==> config.mk <==
export PLATFORM = sky130hd
export DESIGN_NAME = tx_pwr_seq
export DESIGN_NICKNAME = d
export VERILOG_FILES = /design/src/rtl/tx_pwr_pkg.sv /design/src/rtl/tx_pwr_sync.sv /design/src/rtl/tx_pwr_timer.sv /design/src/rtl/tx_pwr_fsm.sv /design/src/rtl/tx_pwr_seq.sv
export SDC_FILE = /design/constraint.sdc
export NUM_CORES = 1
export LEC_CHECK = 0
export ABC_CLOCK_PERIOD_IN_PS = 2500
export CAP_MARGIN = 20
export CORE_AREA = 2 2 51 53
export CTS_CLUSTER_DIAMETER = 200
export DETAILED_ROUTE_END_ITERATION = 12
export DIE_AREA = 0 0 53 55
export MAX_ROUTING_LAYER = met4
export PLACE_DENSITY = 0.68
export SYNTH_ARGS = -nofsm -noshare
export SYNTH_HDL_FRONTEND = slang
export SYNTH_SLANG_ARGS = --single-unit
==> constraint.sdc <==
create_clock -name clk -period 2.5 [get_ports clk]
set_input_delay 0.375 -clock clk [delete_from_list [all_inputs] [get_ports clk]]
set_output_delay 0.375 -clock clk [all_outputs]
set_load 0.01 [all_outputs]
==> src/rtl/tx_pwr_pkg.sv <==
package tx_pwr_pkg;

  typedef enum logic [2:0] {
    ST_RUN     = 3'd0,
    ST_SLEEP   = 3'd1,
    ST_PINOFF  = 3'd2,
    ST_PINWAKE = 3'd3,
    ST_FULLOFF = 3'd4,
    ST_FLUSH   = 3'd5
  } pwr_state_e;

  typedef struct packed {
    logic clk_en;
    logic dac_en;
    logic bias_on;
    logic ready;
  } pwr_out_t;

  // Output decode for every power state.
  function automatic pwr_out_t state_outputs(pwr_state_e s);
    pwr_out_t o;
    unique case (s)
      ST_RUN:     o = '{clk_en: 1'b1, dac_en: 1'b1, bias_on: 1'b1, ready: 1'b1};
      ST_SLEEP:   o = '{clk_en: 1'b1, dac_en: 1'b0, bias_on: 1'b1, ready: 1'b1};
      ST_PINOFF:  o = '{clk_en: 1'b0, dac_en: 1'b0, bias_on: 1'b1, ready: 1'b0};
      ST_PINWAKE: o = '{clk_en: 1'b1, dac_en: 1'b0, bias_on: 1'b1, ready: 1'b0};
      ST_FULLOFF: o = '{clk_en: 1'b0, dac_en: 1'b0, bias_on: 1'b0, ready: 1'b0};
      ST_FLUSH:   o = '{clk_en: 1'b1, dac_en: 1'b0, bias_on: 1'b1, ready: 1'b0};
      default:    o = '{clk_en: 1'b0, dac_en: 1'b0, bias_on: 1'b0, ready: 1'b0};
    endcase
    return o;
  endfunction

endpackage

==> src/rtl/tx_pwr_sync.sv <==
module tx_pwr_sync #(
  parameter int WIDTH  = 3,
  parameter int STAGES = 2
) (
  input  logic             clk,
  input  logic             rst_n,
  input  logic [WIDTH-1:0] async_i,
  output logic [WIDTH-1:0] sync_o
);

  logic [WIDTH-1:0] stage_q [STAGES];

  for (genvar g = 0; g < STAGES; g++) begin : g_stage
    if (g == 0) begin : g_first
      always_ff @(posedge clk or negedge rst_n) begin
        if (!rst_n) stage_q[g] <= '0;
        else        stage_q[g] <= async_i;
      end
    end else begin : g_next
      always_ff @(posedge clk or negedge rst_n) begin
        if (!rst_n) stage_q[g] <= '0;
        else        stage_q[g] <= stage_q[g-1];
      end
    end
  end

  assign sync_o = stage_q[STAGES-1];

endmodule

==> src/rtl/tx_pwr_timer.sv <==
module tx_pwr_timer #(
  parameter int          CW      = 8,
  parameter logic [CW-1:0] RST_VAL = '0
) (
  input  logic          clk,
  input  logic          rst_n,
  input  logic          load_i,
  input  logic [CW-1:0] load_val_i,
  input  logic          dec_i,
  output logic          done_o
);

  logic [CW-1:0] cnt_q, cnt_d;

  always_comb begin
    cnt_d = cnt_q;
    if (load_i)                     cnt_d = load_val_i;
    else if (dec_i && cnt_q != '0)  cnt_d = cnt_q - 1'b1;
  end

  always_ff @(posedge clk or negedge rst_n) begin
    if (!rst_n) cnt_q <= RST_VAL;
    else        cnt_q <= cnt_d;
  end

  assign done_o = (cnt_q == '0);


  fresh_load_chk: assert property (@(posedge clk) disable iff (!rst_n)
    (load_i && load_val_i != '0) |=> !done_o);


  hold_without_dec_chk: assert property (@(posedge clk) disable iff (!rst_n)
    (!load_i && !dec_i) |=> $stable(done_o));

endmodule

==> src/rtl/tx_pwr_fsm.sv <==
module tx_pwr_fsm
  import tx_pwr_pkg::*;
#(
  parameter int FLUSH_CYCLES = 54,
  parameter int WAKE_CYCLES  = 500,
  parameter int CW           = 9
) (
  input  logic          clk,
  input  logic          rst_n,
  input  logic          pin_s_i,
  input  logic          sleep_s_i,
  input  logic          full_s_i,
  input  logic          tmr_done_i,
  output logic          tmr_load_o,
  output logic [CW-1:0] tmr_val_o,
  output logic          tmr_dec_o,
  output logic          clk_en_o,
  output logic          dac_en_o,
  output logic          bias_on_o,
  output logic          ready_o
);

  localparam logic [CW-1:0] FLUSH_LOAD = CW'(FLUSH_CYCLES - 1);
  localparam logic [CW-1:0] WAKE_LOAD  = CW'(WAKE_CYCLES - 1);

  pwr_state_e state_q, state_d;
  pwr_out_t   out_d;

  // Next-state logic: deep shutdown, then pin, then sleep.
  always_comb begin
    state_d = state_q;
    if (full_s_i) begin
      state_d = ST_FULLOFF;
    end else if (pin_s_i) begin
      state_d = ST_PINOFF;
    end else begin
      unique case (state_q)
        ST_FULLOFF: state_d = ST_FLUSH;
        ST_PINOFF:  state_d = ST_PINWAKE;
        ST_FLUSH, ST_PINWAKE:
          if (tmr_done_i) state_d = sleep_s_i ? ST_SLEEP : ST_RUN;
        ST_RUN, ST_SLEEP:
          state_d = sleep_s_i ? ST_SLEEP : ST_RUN;
        default: state_d = ST_FULLOFF;
      endcase
    end
  end

  // Interval timer control.
  always_comb begin
    tmr_load_o = (state_d != state_q) &&
                 (state_d == ST_FLUSH || state_d == ST_PINWAKE);
    tmr_val_o  = (state_d == ST_PINWAKE) ? WAKE_LOAD : FLUSH_LOAD;
    tmr_dec_o  = (state_q == ST_FLUSH) || (state_q == ST_PINWAKE);
    out_d      = state_outputs(state_d);
  end

  always_ff @(posedge clk or negedge rst_n) begin
    if (!rst_n) begin
      state_q   <= ST_FLUSH;
      clk_en_o  <= 1'b1;
      dac_en_o  <= 1'b0;
      bias_on_o <= 1'b1;
      ready_o   <= 1'b0;
    end else begin
      state_q   <= state_d;
      clk_en_o  <= out_d.clk_en;
      dac_en_o  <= out_d.dac_en;
      bias_on_o <= out_d.bias_on;
      ready_o   <= out_d.ready;
    end
  end


  pin_gates_clk_chk: assert property (@(posedge clk) disable iff (!rst_n)
    (pin_s_i && !full_s_i) |=> (!clk_en_o && bias_on_o && !ready_o));


  full_all_off_chk: assert property (@(posedge clk) disable iff (!rst_n)
    full_s_i |=> (!clk_en_o && !dac_en_o && !bias_on_o && !ready_o));


  no_stale_output_chk: assert property (@(posedge clk) disable iff (!rst_n)
    !ready_o |-> !dac_en_o);


  ready_after_interval_chk: assert property (@(posedge clk) disable iff (!rst_n)
    $rose(ready_o) |-> $past(tmr_done_i));


  sleep_keeps_ready_chk: assert property (@(posedge clk) disable iff (!rst_n)
    (ready_o && sleep_s_i && !pin_s_i && !full_s_i) |=>
      (ready_o && clk_en_o && !dac_en_o));

endmodule

==> src/rtl/tx_pwr_seq.sv <==
module tx_pwr_seq #(
  parameter int FLUSH_CYCLES = 54,
  parameter int WAKE_CYCLES  = 500,
  parameter int SYNC_STAGES  = 2
) (
  input  logic clk,
  input  logic rst_n,
  input  logic pin_pd_i,
  input  logic reg_sleep_i,
  input  logic reg_full_pd_i,
  output logic clk_en_o,
  output logic dac_en_o,
  output logic bias_on_o,
  output logic ready_o
);

  localparam int MAX_INTERVAL = (FLUSH_CYCLES > WAKE_CYCLES) ? FLUSH_CYCLES : WAKE_CYCLES;
  localparam int CW           = $clog2(MAX_INTERVAL + 1);

  logic [2:0]    req_s;
  logic          tmr_load, tmr_dec, tmr_done;
  logic [CW-1:0] tmr_val;

  tx_pwr_sync #(
    .WIDTH  (3),
    .STAGES (SYNC_STAGES)
  ) i_sync (
    .clk     (clk),
    .rst_n   (rst_n),
    .async_i ({reg_full_pd_i, pin_pd_i, reg_sleep_i}),
    .sync_o  (req_s)
  );

  tx_pwr_timer #(
    .CW      (CW),
    .RST_VAL (CW'(FLUSH_CYCLES - 1))
  ) i_timer (
    .clk        (clk),
    .rst_n      (rst_n),
    .load_i     (tmr_load),
    .load_val_i (tmr_val),
    .dec_i      (tmr_dec),
    .done_o     (tmr_done)
  );

  tx_pwr_fsm #(
    .FLUSH_CYCLES (FLUSH_CYCLES),
    .WAKE_CYCLES  (WAKE_CYCLES),
    .CW           (CW)
  ) i_fsm (
    .clk        (clk),
    .rst_n      (rst_n),
    .pin_s_i    (req_s[1]),
    .sleep_s_i  (req_s[0]),
    .full_s_i   (req_s[2]),
    .tmr_done_i (tmr_done),
    .tmr_load_o (tmr_load),
    .tmr_val_o  (tmr_val),
    .tmr_dec_o  (tmr_dec),
    .clk_en_o   (clk_en_o),
    .dac_en_o   (dac_en_o),
    .bias_on_o  (bias_on_o),
    .ready_o    (ready_o)
  );

endmodule

==> metrics.yaml, run 1 <==
sta:
  fmax_ghz: 0.426
  slew_violations: 0
  worst_pin_slew_ns: 0.504
  setup_viol: 0
  min_period_ns: 2.35
  rsz0062_at_grt: "no"
  post-route-period-util_pct: 93.9
  worst_clock_skew_ns: 0.00123
  fin_setup_tns_ns: 0
  hold_violations: 0
  slew_headroom_pct: 66.4
die:
  start_util_pct: 47.9
  coreArea_sq_um: 2360
  die_area_sq_um: 2920
  rows: 18
  io_pins: 9
  die_h_um: 55
  die_w_um: 53
placement:
  port_buffers: 8
  gp_congestion: 0.854
  dp_hpwl_um: 1560
  placedInstanceArea_sq_um: 1250
worst_setup_path:
  critical_path_class: "reg -> reg"
  cp.arrival_ns: 2.60
  cp_data_required_time_ns: 2.75
  worst-path-max-fanout: 8
  end_kind: "register"
  start_kind: "register"
  reg2reg_depth: 8
logic_synthesis:
  synth_seq_cells: 22
  synth_nets: 105
  ys_warn_count: 0
  synth_top_cells_by_area: "dfrtp_1 (31%), dfstp_2 (19%), o31ai_4 (3.8%), nor2_1 (2.6%), a211oi_2 (2.2%)"
  avgSynthCellArea_sq_um: 11.6
  synth_top_area_share_pct: 30.9
  ys_types: 39
  yosysSeqAreaShare_pct: 49.4
  syn_inst: 98
  yosysTopAreaCell: "dfrtp_1"
  synth_area_sq_um: 1130
detailed_routing:
  drt_iter0_drc: 17
  drc: 0
  vias: 774
  postRouteAntennaNets: 0
  dr.pass1.iters: 4
  routed_via_density: 5.49
  wl_um: 2030
  wl_per_cell_um: 14.4
clocking:
  cts-root-buf: "clkbuf_4"
  cts_tree: "done"
  clock_latency_ns: 0.31
  post_cts_buffers: 0
  clkTransAtPathRegs_ns: 0.12
  cts_hold_buf: 0
  cts-buffers-inserted: 3
  cts_num_sinks: 22
  clk_path_buf_depth: 2
  ctsResizeCount: 0
  htreeDepth: 1
final_layout:
  drive_gt1_share_pct: 24.3
  area_growth_pct: 13.6
  finish.utilization_pct: 54.4
  finish.net_count: 119
  finalInstanceArea_sq_um: 1290
  fill_cells: 212
  antenna_cells: 0
grt:
  overflow: 0
  grt_first_pass_wirelength_um: 3390
  antenna_found_initial: 0
  grt_max_degree: 23
  grt_pass1_vias: 754
  grt_usage_pct: 17.3
pwr:
  powerDensity_nw_per_um2: 682
  p_leak_nw: 0.499
  ir_drop_uv: 488
  p_total_mw: 0.878
worst_hold_path:
  hold_class: "reg -> reg"
  hold_depth: 0
job:
  max_cap_violations: 0
status:
  status: "completed"
## metrics by stage
| stage | hold WS [ns] | instances | worst slack [ns] |
|---|---|---|---|
| floorplan | 0.0794 | 98 | 0.236 |
| global placement | 0.333 | 137 | 0.244 |
| detailed placement | 0.335 | 137 | 0.168 |
| CTS | 0.363 | 141 | 0.156 |
| global route | 0.378 | 141 | 0.0120 |
| finish | 0.360 | 141 | 0.152 |
## per-layer routing
metal,global-route usage [%],up-vias,wire [um]
met1,21.7,375,1020
met4,11.5,0,54
met3,2.42,5,19
met2,26.3,6,942
li1,-,388,-
met5,-,-,0
## cell usage in the layout, fill, tap and decap left out, types with 4 or more instances in the layout
cell type,count
o21ai_0,4
nand2_1,4
nor2_1,8
dfstp_2,8
nor4_1,4
clkdlybuf4s50_1,8
nand2b_1,4
inv_1,5
dfrtp_1,14
## critical path, cell delays in order (launching register included)
cell and delay (ns):
dfstp_2 0.57, inv_1 0.07, ha_1 0.19, nor4b_2 0.18
a211oi_2 0.33, o31ai_4 0.17, o31ai_4 0.37, o21ai_1 0.11
a221o_1 0.30
## logic make-up after synthesis
group                    synth area share [%]
AO/OA/AOI/OAI                            19.2
adder cells (fa/ha/maj)                  3.09
flip-flops                               49.4
AND/OR/NAND/NOR                          20.9
buffers and inverters                    3.64
XOR/XNOR                                 3.75
## area by class of cell
| cell class | instances | area, sq um | share of cell area [%] |
|---|---|---|---|
| clock buffers | 4 | 36.3 | 2.82 |
| inverters | 5 | 18.8 | 1.46 |
| multi-input cells | 69 | 532 | 41.3 |
| flip-flops and latches | 22 | 561 | 43.5 |
| well taps | 30 | 37.5 | 2.92 |
| repair buffers | 11 | 103 | 7.97 |
## path summary, 6_finish.rpt
path | start | to | slack, ns
worst max-delay path | i_timer.cnt_q[0] | i_timer.cnt_q[2] | 0.15
worst min-delay path | i_sync.stage_q[4] | i_sync.sync_o[1] | 0.36
worst max register to register | i_timer.cnt_q[0] | i_timer.cnt_q[2] | 0.15
worst min register to register | i_sync.stage_q[4] | i_sync.sync_o[1] | 0.36
max in group asynchronous | rst_n | i_timer.cnt_q[0] | 1.83
min in group asynchronous | rst_n | i_sync.stage_q[5] | 0.39
## where the power goes
group	switching (mW)	internal (mW)
Clock	0.107	0.0890
Sequential	0.0609	0.424
Combinational	0.105	0.0917
## flip-flops by register name, summed over array words and instances, names as in the netlist
register,count
i_timer.cnt_q,9
i_fsm.state_q,3
i_sync.stage_q,3
i_sync.sync_o,3
i_fsm.bias_on_o,1
i_fsm.clk_en_o,1
i_fsm.dac_en_o,1
i_fsm.ready_o,1
## synth_stat cells (all sizes together)
| cell type | n |
|---|---|
| a211o | 1 |
| a211oi | 2 |
| a21oi | 3 |
| a221o | 1 |
| a311oi | 2 |
| a31oi | 1 |
| and2 | 1 |
| and3 | 3 |
| buf | 2 |
| dfrtp | 14 |
| dfstp | 8 |
| ha | 2 |
| inv | 5 |
| maj3 | 1 |
| nand2 | 4 |
| nand2b | 4 |
| nand3 | 3 |
| nor2 | 8 |
| nor2b | 1 |
| nor3 | 3 |
| nor3b | 1 |
| nor4 | 6 |
| nor4b | 1 |
| o2111ai | 1 |
| o21a | 2 |
| o21ai | 5 |
| o21bai | 1 |
| o22a | 1 |
| o22ai | 1 |
| o31ai | 2 |
| o41ai | 1 |
| or3 | 3 |
| xnor2 | 3 |
| xor2 | 1 |
No activity file was read; power rests on OpenSTA's default activity.
==> run 2: changes to the inputs <==
--- a/config.mk
+++ b/config.mk
@@ -13,6 +13,7 @@
 export DIE_AREA = 0 0 53 55
 export MAX_ROUTING_LAYER = met4
 export PLACE_DENSITY = 0.68
+export REMOVE_ABC_BUFFERS = 1
 export SYNTH_ARGS = -nofsm -noshare
 export SYNTH_HDL_FRONTEND = slang
 export SYNTH_SLANG_ARGS = --single-unit
==> metrics.yaml, run 2 (synthesis results as in run 1) <==
final_layout:
  finish.net_count: 120  # +0.84%
  final_cell_count_no_fill: 142  # +0.71%
  seqCellArea_sq_um: 561  # unchanged
  multi_input_area_sq_um: 538  # +1.2%
  final_common_cell: "dfrtp_1"
  largest_register_ffs: 9  # unchanged
  final_cell_mix: "dfrtp_1 (14), nor2_1 (8), dfstp_2 (8), clkdlybuf4s50_1 (8), inv_1 (5)"
  largest-register: "i_timer.cnt_q"
  drive_gt1_share_pct: 25.0  # +0.68 points
  area_growth_pct: 14.8
  fill_cells: 214  # +0.94%
  antenna_cells: 0  # unchanged
clocking:
  cts_num_sinks: 22  # unchanged
  cts-buffers-inserted: 3  # unchanged
  cts_tree: "done"
  cts-root-buf: "clkbuf_4"
  clk_path_buf_depth: 2  # unchanged
  cts_hold_buf: 0  # unchanged
  clkTransAtPathRegs_ns: 0.11  # about the same
  htreeDepth: 1  # unchanged
  clock_latency_ns: 0.30  # about the same
die:
  rows: 18  # unchanged
  coreArea_sq_um: 2360  # unchanged
  start_util_pct: 47.9  # unchanged
  die_w_um: 53  # unchanged
  io_pins: 9  # unchanged
  die_area_sq_um: 2920  # unchanged
  die_h_um: 55  # unchanged
worst_setup_path:
  crit_family: "compound AO/OA/AOI/OAI gates"
  max_stage_delay_ns: 0.56  # about the same
  path_cells: "inv_1, ha_1, nor4b_2, a211oi_2, o31ai_4, o31ai_4, o21ai_1, a221o_1"
  start_kind: "register"
  critical_path_class: "reg -> reg"
  cp_data_required_time_ns: 2.74  # about the same
  worst-path-buf-inv: 1  # unchanged
  end_kind: "register"
  rr_endpoint: "i_timer.cnt_q[2]"
  worst-path-max-fanout: 7  # -1
  cp_slowest_cell: "dfstp_2"
  reg2reg_depth: 8  # unchanged
  cp.arrival_ns: 2.60  # about the same
  critPathMostFrequentCell: "o31ai_4"
  r2r_start: "i_timer.cnt_q[0]"
  rrSetupSlack_ns: 0.13  # -0.02 ns
detailed_routing:
  vias: 804  # +3.9%
  drt_iter0_drc: 15  # -2
  drc: 0  # unchanged
  wl_per_cell_um: 13.8  # -4.1%
  wl_um: 1960  # -3.4%
  postRouteAntennaNets: 0  # unchanged
  dr.pass1.iters: 4  # unchanged
  routed_via_density: 5.66  # +3.1%
sta:
  min_period_ns: 2.37  # +0.0176 ns
  worst_pin_slew_ns: 0.504  # -0.000596 ns
  post-route-period-util_pct: 94.6  # +0.71 points
  hold_violations: 0  # unchanged
  slew_violations: 0  # unchanged
  setup_viol: 0  # unchanged
  slew_headroom_pct: 66.4  # about the same
  finalWorstSetupSlack_ns: 0.135  # -0.0176 ns
  worst_clock_skew_ns: 0.00221  # +0.000980 ns
  fmax_ghz: 0.423  # -0.75%
job:
  max_cap_violations: 0  # unchanged
placement:
  gp_congestion: 0.859  # +0.54%
  dp_slack_ns: 0.122  # -0.0459 ns
  dpl.cell_count: 136  # -0.73%
  port_buffers: 8  # unchanged
  dp_hpwl_um: 1480  # -5.3%
pwr:
  power.switching_mw: 0.269  # -1.4%
  internal_power_mw: 0.606  # +0.16%
  pwr-share-comb_pct: 22.9  # +0.5 points
  swShare_pct: 30.7  # -0.34 points
  powerDensity_nw_per_um2: 672  # -1.4%
  ir_drop_uv: 399  # -18%
  p_total_mw: 0.875  # -0.33%
  p_leak_nw: 0.505  # +1.2%
  p_seq_share_pct: 55.6  # +0.3 points
  p_clk_share_pct: 21.5  # -0.8 points
grt:
  grt_max_degree: 23  # unchanged
  grt_pass1_vias: 740  # -1.9%
  grt_usage_pct: 16.3  # -0.99 points
  antenna_found_initial: 0  # unchanged
  overflow: 0  # unchanged
  grt_first_pass_wirelength_um: 3290  # -3.0%
worst_hold_path:
  hold_depth: 0  # unchanged
  hold_class: "reg -> reg"
  min_to: "i_sync.sync_o[2]"
  hold_path.startpoint: "i_sync.stage_q[5]"
status:
  status: "completed"
[run 2: worst reg2reg max path, cell delays in order (launching register included)]
cell      delay [ns]
dfstp_2         0.56
inv_1           0.07
ha_1            0.20
nor4b_2         0.18
a211oi_2        0.34
o31ai_4         0.19
o31ai_4         0.36
o21ai_1         0.11
a221o_1         0.30
[run 2: worst max path at each step]
stage / endpoint / from / cells after the start
after CTS: i_timer.cnt_q[2] / i_timer.cnt_q[0] / 8
after global routing: i_timer.cnt_q[2] / i_timer.cnt_q[0] / 8
final: i_timer.cnt_q[2] / i_timer.cnt_q[0] / 8
after floorplan: i_timer.cnt_q[2] / i_timer.cnt_q[0] / 8
after detailed placement: i_timer.cnt_q[2] / i_timer.cnt_q[0] / 8
after global placement: i_timer.cnt_q[2] / i_timer.cnt_q[0] / 8
[run 2: area by class of cell]
class / count / area share (%)
clock buffer: 4 / 2.79
inverter: 5 / 1.44
multi-input combinational: 69 / 41.3
sequential: 22 / 43.1
tap: 30 / 2.88
timing repair buffer: 12 / 8.46
[run 2: routing by layer]
metal  GRT usage, %  vias to the layer above  part of all wire (%)
met5              -                        -                     0
met4           9.83                        0                   1.9
met3           1.61                        4                   2.2
met2           24.2                       14                    48
met1           21.7                      391                    48
li1               -                      395                     -
[run 2: timing repair]
action                     4_1_cts  5_1_grt
setup buffers                    0        2
setup endpoints to repair        0        2
gates resized for setup          0        1
[run 2: power by group through the flow]
stage          Sequential [mW]  Combinational [mW]  Clock [mW]
3_5_place_dp             0.493               0.196           0
6_report                 0.486               0.200       0.188
4_1_cts                  0.486               0.197       0.199
2_1_floorplan            0.480               0.144           0
3_3_place_gp             0.489               0.190           0
5_1_grt                  0.494               0.230       0.215
[run 2: through the flow]
stage | setup TNS (ns) | area [sq um] | hold slack, ns | utilization, %
after global routing | -0.00115 | 1300 | 0.385 | 55.0
after global placement | 0 | 1240 | 0.332 | 52.6
after floorplan | 0 | 1110 | 0.0794 | -
final | 0 | 1300 | 0.366 | 55.0
after CTS | 0 | 1280 | 0.373 | 54.1
after detailed placement | 0 | 1240 | 0.345 | 52.6
